===== src/rtl/raster_pkg.sv =====
package raster_pkg;

    typedef enum logic {
        CSYNC_OR  = 1'b0,
        CSYNC_XOR = 1'b1
    } csync_mode_e;

    function automatic int unsigned width_of(input int unsigned count);
        return (count < 2) ? 1 : $clog2(count);
    endfunction

endpackage


===== src/rtl/rt_horiz.sv =====
module rt_horiz #(
    parameter int unsigned CPU_PER_CHUNK = 12,
    parameter int unsigned CHUNKS        = 40,
    localparam int unsigned MASTER_PER_CHUNK = 2 * CPU_PER_CHUNK,
    localparam int unsigned PIX_PER_CHUNK    = (MASTER_PER_CHUNK * 2) / 3,
    localparam int unsigned PH_W    = raster_pkg::width_of(CPU_PER_CHUNK),
    localparam int unsigned CHUNK_W = raster_pkg::width_of(CHUNKS),
    localparam int unsigned PIX_W   = raster_pkg::width_of(PIX_PER_CHUNK)
) (
    input  logic               clk,
    input  logic               rst,
    input  logic               cpu_en,
    output logic               pix_en,
    output logic [PIX_W-1:0]   pix_idx,
    output logic [PH_W-1:0]    cpu_phase,
    output logic [CHUNK_W-1:0] chunk_idx,
    output logic               line_adv
);
    localparam logic [PH_W-1:0]    PH_LAST    = PH_W'(CPU_PER_CHUNK - 1);
    localparam logic [CHUNK_W-1:0] CHUNK_LAST = CHUNK_W'(CHUNKS - 1);
    localparam logic [PIX_W-1:0]   PIX_LAST   = PIX_W'(PIX_PER_CHUNK - 1);

    typedef struct packed {
        logic [PH_W-1:0]    phase;
        logic [CHUNK_W-1:0] chunk;
        logic [1:0]         pdiv;
        logic [PIX_W-1:0]   pix;
    } hstate_t;

    hstate_t st_d, st_q;
    logic    chunk_end_d;
    logic    line_end_d;

    always_comb begin
        st_d        = st_q;
        chunk_end_d = cpu_en && (st_q.phase == PH_LAST);
        line_end_d  = chunk_end_d && (st_q.chunk == CHUNK_LAST);
        if (cpu_en) begin
            st_d.phase = chunk_end_d ? '0 : st_q.phase + 1'b1;
        end
        if (chunk_end_d) begin
            st_d.chunk = line_end_d ? '0 : st_q.chunk + 1'b1;
            st_d.pdiv  = 2'd0;
            st_d.pix   = '0;
        end else begin
            st_d.pdiv = (st_q.pdiv == 2'd2) ? 2'd0 : st_q.pdiv + 2'd1;
            if ((st_q.pdiv != 2'd2) && (st_q.pix != PIX_LAST)) begin
                st_d.pix = st_q.pix + 1'b1;
            end
        end
        if (rst) begin
            st_d = '0;
        end
    end

    always_ff @(posedge clk) begin
        st_q <= st_d;
    end

    assign pix_en    = (st_q.pdiv != 2'd2);
    assign pix_idx   = st_q.pix;
    assign cpu_phase = st_q.phase;
    assign chunk_idx = st_q.chunk;
    assign line_adv  = line_end_d;

    // the phase only moves on a sampled CPU enable
    a_r2_phase_on_enable: assert property (@(posedge clk) disable iff (rst)
        !$stable(st_q.phase) |-> $past(cpu_en));

    // a chunk step only follows the last CPU phase
    a_r3_chunk_on_wrap: assert property (@(posedge clk) disable iff (rst)
        !$stable(st_q.chunk) |-> ($past(cpu_en) && ($past(st_q.phase) == PH_LAST)));

    // the pixel enable never has two idle master clocks in a row
    a_r4_no_double_gap: assert property (@(posedge clk) disable iff (rst)
        !pix_en |=> pix_en);

    // each new chunk starts at pixel 0
    a_r5_pix_restart: assert property (@(posedge clk) disable iff (rst)
        !$stable(st_q.chunk) |-> (st_q.pix == '0));

endmodule


===== src/rtl/rt_vert.sv =====
module rt_vert #(
    parameter int unsigned LINES = 312,
    localparam int unsigned LINE_W = raster_pkg::width_of(LINES)
) (
    input  logic              clk,
    input  logic              rst,
    input  logic              line_adv,
    output logic [LINE_W-1:0] line_idx
);
    localparam logic [LINE_W-1:0] LINE_LAST = LINE_W'(LINES - 1);

    typedef struct packed {
        logic [LINE_W-1:0] line;
    } vstate_t;

    vstate_t st_d, st_q;

    always_comb begin
        st_d = st_q;
        if (line_adv) begin
            st_d.line = (st_q.line == LINE_LAST) ? '0 : st_q.line + 1'b1;
        end
        if (rst) begin
            st_d = '0;
        end
    end

    always_ff @(posedge clk) begin
        st_q <= st_d;
    end

    assign line_idx = st_q.line;

    // the line number only moves at the end of the last chunk
    a_r3_line_on_adv: assert property (@(posedge clk) disable iff (rst)
        !$stable(st_q.line) |-> $past(line_adv));

    // the line number stays inside the frame
    a_r3_line_range: assert property (@(posedge clk) disable iff (rst)
        st_q.line <= LINE_LAST);

endmodule


===== src/rtl/rt_decode.sv =====
module rt_decode import raster_pkg::*; #(
    parameter int unsigned CHUNKS     = 40,
    parameter int unsigned VIS_CHUNKS = 32,
    parameter int unsigned HS_FIRST   = 34,
    parameter int unsigned HS_LEN     = 3,
    parameter int unsigned LINES      = 312,
    parameter int unsigned VIS_LINES  = 256,
    parameter int unsigned VS_START   = 288,
    parameter int unsigned VS_LINES   = 3,
    parameter csync_mode_e CSYNC_MODE = CSYNC_XOR,
    localparam int unsigned CHUNK_W = width_of(CHUNKS),
    localparam int unsigned LINE_W  = width_of(LINES)
) (
    input  logic               clk,
    input  logic               rst,
    input  logic [CHUNK_W-1:0] chunk_idx,
    input  logic [LINE_W-1:0]  line_idx,
    output logic               visible,
    output logic               black,
    output logic               vsync,
    output logic               csync_n
);
    localparam logic [CHUNK_W-1:0] VIS_CHUNK_END = CHUNK_W'(VIS_CHUNKS);
    localparam logic [CHUNK_W-1:0] HS_BEGIN      = CHUNK_W'(HS_FIRST);
    localparam logic [CHUNK_W-1:0] HS_END        = CHUNK_W'(HS_FIRST + HS_LEN);
    localparam logic [LINE_W-1:0]  VIS_LINE_END  = LINE_W'(VIS_LINES);
    localparam logic [LINE_W-1:0]  VS_BEGIN      = LINE_W'(VS_START);
    localparam logic [LINE_W-1:0]  VS_END        = LINE_W'(VS_START + VS_LINES);

    logic hsync;

    assign visible = (chunk_idx < VIS_CHUNK_END) && (line_idx < VIS_LINE_END);
    assign black   = !visible;
    assign hsync   = (chunk_idx >= HS_BEGIN) && (chunk_idx < HS_END);
    assign vsync   = (line_idx >= VS_BEGIN) && (line_idx < VS_END);

    generate
        if (CSYNC_MODE == CSYNC_XOR) begin : g_csync_xor
            assign csync_n = !(hsync ^ vsync);
        end else begin : g_csync_or
            assign csync_n = !(hsync || vsync);
        end
    endgenerate

    // sync intervals fall inside the blanked region
    a_r7_sync_in_blank: assert property (@(posedge clk) disable iff (rst)
        (hsync || vsync) |-> black);

    // away from both sync pulses the composite sync is idle
    a_r9_csync_idle: assert property (@(posedge clk) disable iff (rst)
        (!hsync && !vsync) |-> csync_n);

endmodule


===== src/rtl/raster_timing_gen.sv =====
module raster_timing_gen import raster_pkg::*; #(
    parameter int unsigned CPU_PER_CHUNK = 12,
    parameter int unsigned CHUNKS        = 40,
    parameter int unsigned VIS_CHUNKS    = 32,
    parameter int unsigned HS_FIRST      = 34,
    parameter int unsigned HS_LEN        = 3,
    parameter int unsigned LINES         = 312,
    parameter int unsigned VIS_LINES     = 256,
    parameter int unsigned VS_START      = 288,
    parameter int unsigned VS_LINES      = 3,
    parameter csync_mode_e CSYNC_MODE    = CSYNC_XOR,
    localparam int unsigned PIX_PER_CHUNK = (4 * CPU_PER_CHUNK) / 3,
    localparam int unsigned PH_W    = width_of(CPU_PER_CHUNK),
    localparam int unsigned CHUNK_W = width_of(CHUNKS),
    localparam int unsigned PIX_W   = width_of(PIX_PER_CHUNK),
    localparam int unsigned LINE_W  = width_of(LINES)
) (
    input  logic               clk,
    input  logic               rst,
    input  logic               cpu_en,
    output logic               pix_en,
    output logic [PIX_W-1:0]   pix_idx,
    output logic [PH_W-1:0]    cpu_phase,
    output logic [CHUNK_W-1:0] chunk_idx,
    output logic [LINE_W-1:0]  line_idx,
    output logic               visible,
    output logic               black,
    output logic               vsync,
    output logic               csync_n
);
    logic line_adv;

    rt_horiz #(
        .CPU_PER_CHUNK(CPU_PER_CHUNK),
        .CHUNKS       (CHUNKS)
    ) i_horiz (
        .clk      (clk),
        .rst      (rst),
        .cpu_en   (cpu_en),
        .pix_en   (pix_en),
        .pix_idx  (pix_idx),
        .cpu_phase(cpu_phase),
        .chunk_idx(chunk_idx),
        .line_adv (line_adv)
    );

    rt_vert #(
        .LINES(LINES)
    ) i_vert (
        .clk     (clk),
        .rst     (rst),
        .line_adv(line_adv),
        .line_idx(line_idx)
    );

    rt_decode #(
        .CHUNKS    (CHUNKS),
        .VIS_CHUNKS(VIS_CHUNKS),
        .HS_FIRST  (HS_FIRST),
        .HS_LEN    (HS_LEN),
        .LINES     (LINES),
        .VIS_LINES (VIS_LINES),
        .VS_START  (VS_START),
        .VS_LINES  (VS_LINES),
        .CSYNC_MODE(CSYNC_MODE)
    ) i_decode (
        .clk      (clk),
        .rst      (rst),
        .chunk_idx(chunk_idx),
        .line_idx (line_idx),
        .visible  (visible),
        .black    (black),
        .vsync    (vsync),
        .csync_n  (csync_n)
    );

    // with no CPU enable the chunk position holds
    a_r10_hold_chunk: assert property (@(posedge clk) disable iff (rst)
        !cpu_en |=> $stable(chunk_idx));

    // line position and visibility agree after the last picture line
    a_r6_blank_lines: assert property (@(posedge clk) disable iff (rst)
        (line_idx >= LINE_W'(VIS_LINES)) |-> black);

endmodule


===== config.mk =====
export PLATFORM = sky130hd
export DESIGN_NAME = raster_timing_gen
export DESIGN_NICKNAME = d
export VERILOG_FILES = /design/src/rtl/raster_pkg.sv /design/src/rtl/rt_horiz.sv /design/src/rtl/rt_vert.sv /design/src/rtl/rt_decode.sv /design/src/rtl/raster_timing_gen.sv
export SDC_FILE = /design/constraint.sdc
export NUM_CORES = 1
export LEC_CHECK = 0
export BUFFER_PORTS_ARGS = -buffer_cell sky130_fd_sc_hd__buf_2
export CORE_UTILIZATION = 52
export CTS_BUF_LIST = sky130_fd_sc_hd__clkbuf_4 sky130_fd_sc_hd__clkbuf_8 sky130_fd_sc_hd__clkbuf_16
export CTS_CLUSTER_SIZE = 40
export DETAILED_ROUTE_END_ITERATION = 6
export PLACE_DENSITY_LB_ADDON = 0.3
export SKIP_CTS_REPAIR_TIMING = 1
export SYNTH_ARGS = -nofsm -noshare
export SYNTH_HDL_FRONTEND = slang
export SYNTH_SLANG_ARGS = --single-unit

===== constraint.sdc =====
create_clock -name clk -period 2.6 [get_ports clk]
set_clock_uncertainty 0.15 [all_clocks]
set_input_delay 0.65 -clock clk [delete_from_list [all_inputs] [get_ports clk]]
set_output_delay 0.65 -clock clk [all_outputs]
set_load 0.1 [all_outputs]

==> run_results.csv <==
group,metric,value,unit
run_status,outcome,"complete, no violations",
floorplan,placementRows,18,
timing,finalMaxSlewViolations,0,
power,pwr-share-clk,0.225,
synthesis,syn_inst,154,
cts,cts_max_path_buffers,2,
drt,routedWlPerCell,13.1,microns
cells_and_area,synthToLayoutAreaGrowth,11.8,%
placement,placed_area,1470,sq um
floorplan,pin_count,31,
global_routing,grt_first_pass_wirelength,4.11,mm
critical_path,start_kind,"flip-flop",
drt,drt_iter0_drc,12,
drt,wl,2.60,mm
cts,clockRootBuffer,"clkbuf_4",
synthesis,ys.flop_type,"dfxtp_1",
flow_run,max-cap-violations,0,
power,seqPwrFrac,0.517,
power,vdd_drop_max,0.466,mV
synthesis,synthDistinctLibCells,32,
critical_path,crit_arrival,1.74,ns
synthesis,synth_warnings,0,
drt,vias,1094,
synthesis,ys_top_cells_by_area,"dfxtp_1, buf_4, ha_1",
power,internal-power,0.503,mW
critical_path,worstPathCellList,"or3b_4, nor2_2, xnor2_4, buf_12",
synthesis,ys_seq_elements,25,
cts,htree_levels,1,
power,p_leak,0.643,nW
cells_and_area,utilization,0.612,
critical_path,path_class,"reg2out",
synthesis,avgSynthCellArea,8.73,sq um
synthesis,syn_nets,164,
synthesis,synth_common_cells,"dfxtp_1, buf_4, nor2_1",
global_routing,grt_pass1_vias,935,
timing,clock.fmax,393,MHz
power,p_total,0.811,mW
cts,cts_made_buffers,3,
drt,drc,0,
timing,tightest_slew,0.603,ns
timing,final-setup-viol-count,0,
floorplan,initial_core_util,0.547,
floorplan,die_w,52.8,microns
synthesis,yosysSeqAreaShare,0.372,
power,switchingPower,0.308,mW
cells_and_area,drive_gt1_frac,0.325,
cells_and_area,design_area,1500,sq um
synthesis,synth_most_common_cell,"dfxtp_1",
cts,clkTransAtPathRegs,0.14,ns
cts,clkSinkCount,25,
floorplan,core,2450,sq um
synthesis,synth_edf_count,0,
critical_path,cp_max_fo,7,
critical_path,cp-end-kind,"output port",
timing,slew_headroom,0.595,
cts,tritoncts,"built",
critical_path,cp_num_buf_inv,1,
synthesis,yosysTopAreaCell,"dfxtp_1",
floorplan,chipHeight,52.8,microns
placement,portBuffers,30,
worst_hold_path,holdCritPathClass,"reg2reg",
global_routing,grt.overflow.total,0,
synthesis,synth_area,1340,sq um
global_routing,grt_start_max_net_pins,16,
global_routing,antenna_found_initial,0,
synthesis,synthArstFlopShare,0,
cts,clk_latency,0.33,ns
global_routing,grtUsageTotal,0.205,
critical_path,crit_path_top_delay_cell,"or3b_4",
drt,viasPerCell,5.50,
floorplan,die_area,2790,sq um
timing,hold_violations,0,
placement,dp_hpwl,1.89,mm
timing,post-route-min-period,2.54,ns
power,switching_share,0.380,
drt,postRouteAntennaNets,0,
critical_path,critPathTopFamily,"simple AND/OR/NAND/NOR gates",
cells_and_area,nets,180,
timing,rsz0062_at_grt,"yes",
placement,gp_congestion,0.861,
cells_and_area,n_antenna_cell,0,
critical_path,slowest_delay,0.45,ns
timing,post-route-period-util,0.979,
synthesis,synth_top_area_frac,0.372,
drt,dr.pass1.iters,4,
critical_path,required,1.80,ns
power,combPwrFrac,0.257,
power,powerDensity,540,nW/um^2
logic make-up after synthesis:
group                      after synthesis  synth area share
adders and majority gates                7            0.0652
AOI/OAI and AO/OA                       18            0.0819
buffers and inverters                   28             0.121
muxes                                    4            0.0298
and+or+nand+nor                         59             0.245
DFF                                     25             0.372
xor gates and xnor gates                13            0.0847
area by class of cell:
class,instances,area (sq um)
multi-input combinational,101,713
inverter,8,30.0
clock buffer,3,22.5
tap,30,37.5
fill,220,952
sequential,25,518
timing repair buffer,31,175
clock inverter,1,6.26
path summary, 6_finish.rpt:
kind	startpoint	end	slack (ns)	depth (start not counted)
worst max register to register	i_horiz.cpu_phase[0]	i_vert.line_idx[4]	0.44	5
worst min register to register	i_horiz.st_q[4]	i_horiz.st_q[4]	0.29	1
worst max-delay path	i_horiz.chunk_idx[3]	csync_n	0.06	4
worst min-delay path	i_horiz.st_q[4]	i_horiz.st_q[4]	0.29	1
power groups by stage:
stage | registers [mW] | logic, mW | clock network, mW
2_1_floorplan | 0.425 | 0.204 | 0
3_3_place_gp | 0.427 | 0.207 | 0
3_5_place_dp | 0.429 | 0.210 | 0
4_1_cts | 0.420 | 0.211 | 0.189
5_1_grt | 0.424 | 0.220 | 0.202
6_report | 0.420 | 0.209 | 0.183
per-layer routing:
layer  vias up  global-route usage  wire length (microns)
met2        30               0.319                   1100
met4         0               0.110                     51
met5         -                   0                      0
met3         5              0.0261                    127
li1        546                   -                      -
met1       513               0.272                   1330
through the flow:
stage	setup WS, ns	TNS [ns]	cells	hold slack, ns
floorplan	0.0272	0	154	0.251
global placement	0.348	0	195	0.259
detailed placement	0.299	0	195	0.273
CTS	-0.0866	-0.103	199	0.293
global route	-0.0133	-0.0133	199	0.313
finish	0.0555	0	199	0.288
placed cells by master (no fill, tap or decap), types with 2 or more instances in the layout:
master    count
a31oi_1       2
inv_1         8
buf_2        28
nand3_1       4
o21ai_0       3
nor3_1        5
xnor2_1       5
dfxtp_2       8
xor2_1        7
or3_1         3
nand4_1       4
nand4b_1      3
nand2_1      13
nor4_1        3
dfxtp_4       2
and3_1        2
nor2_1       13
mux2i_1       4
dfxtp_1      15
ha_1          7
clkbuf_4      4
a21oi_1       9
flip-flops by register name (all words and copies together), names as in the netlist:
| signal | count |
|---|---|
| i_horiz.chunk_idx | 6 |
| i_horiz.pix_idx | 4 |
| i_horiz.cpu_phase | 4 |
| i_horiz.st_q | 2 |
| i_vert.line_idx | 9 |
Power figures use the tool's default switching activity.
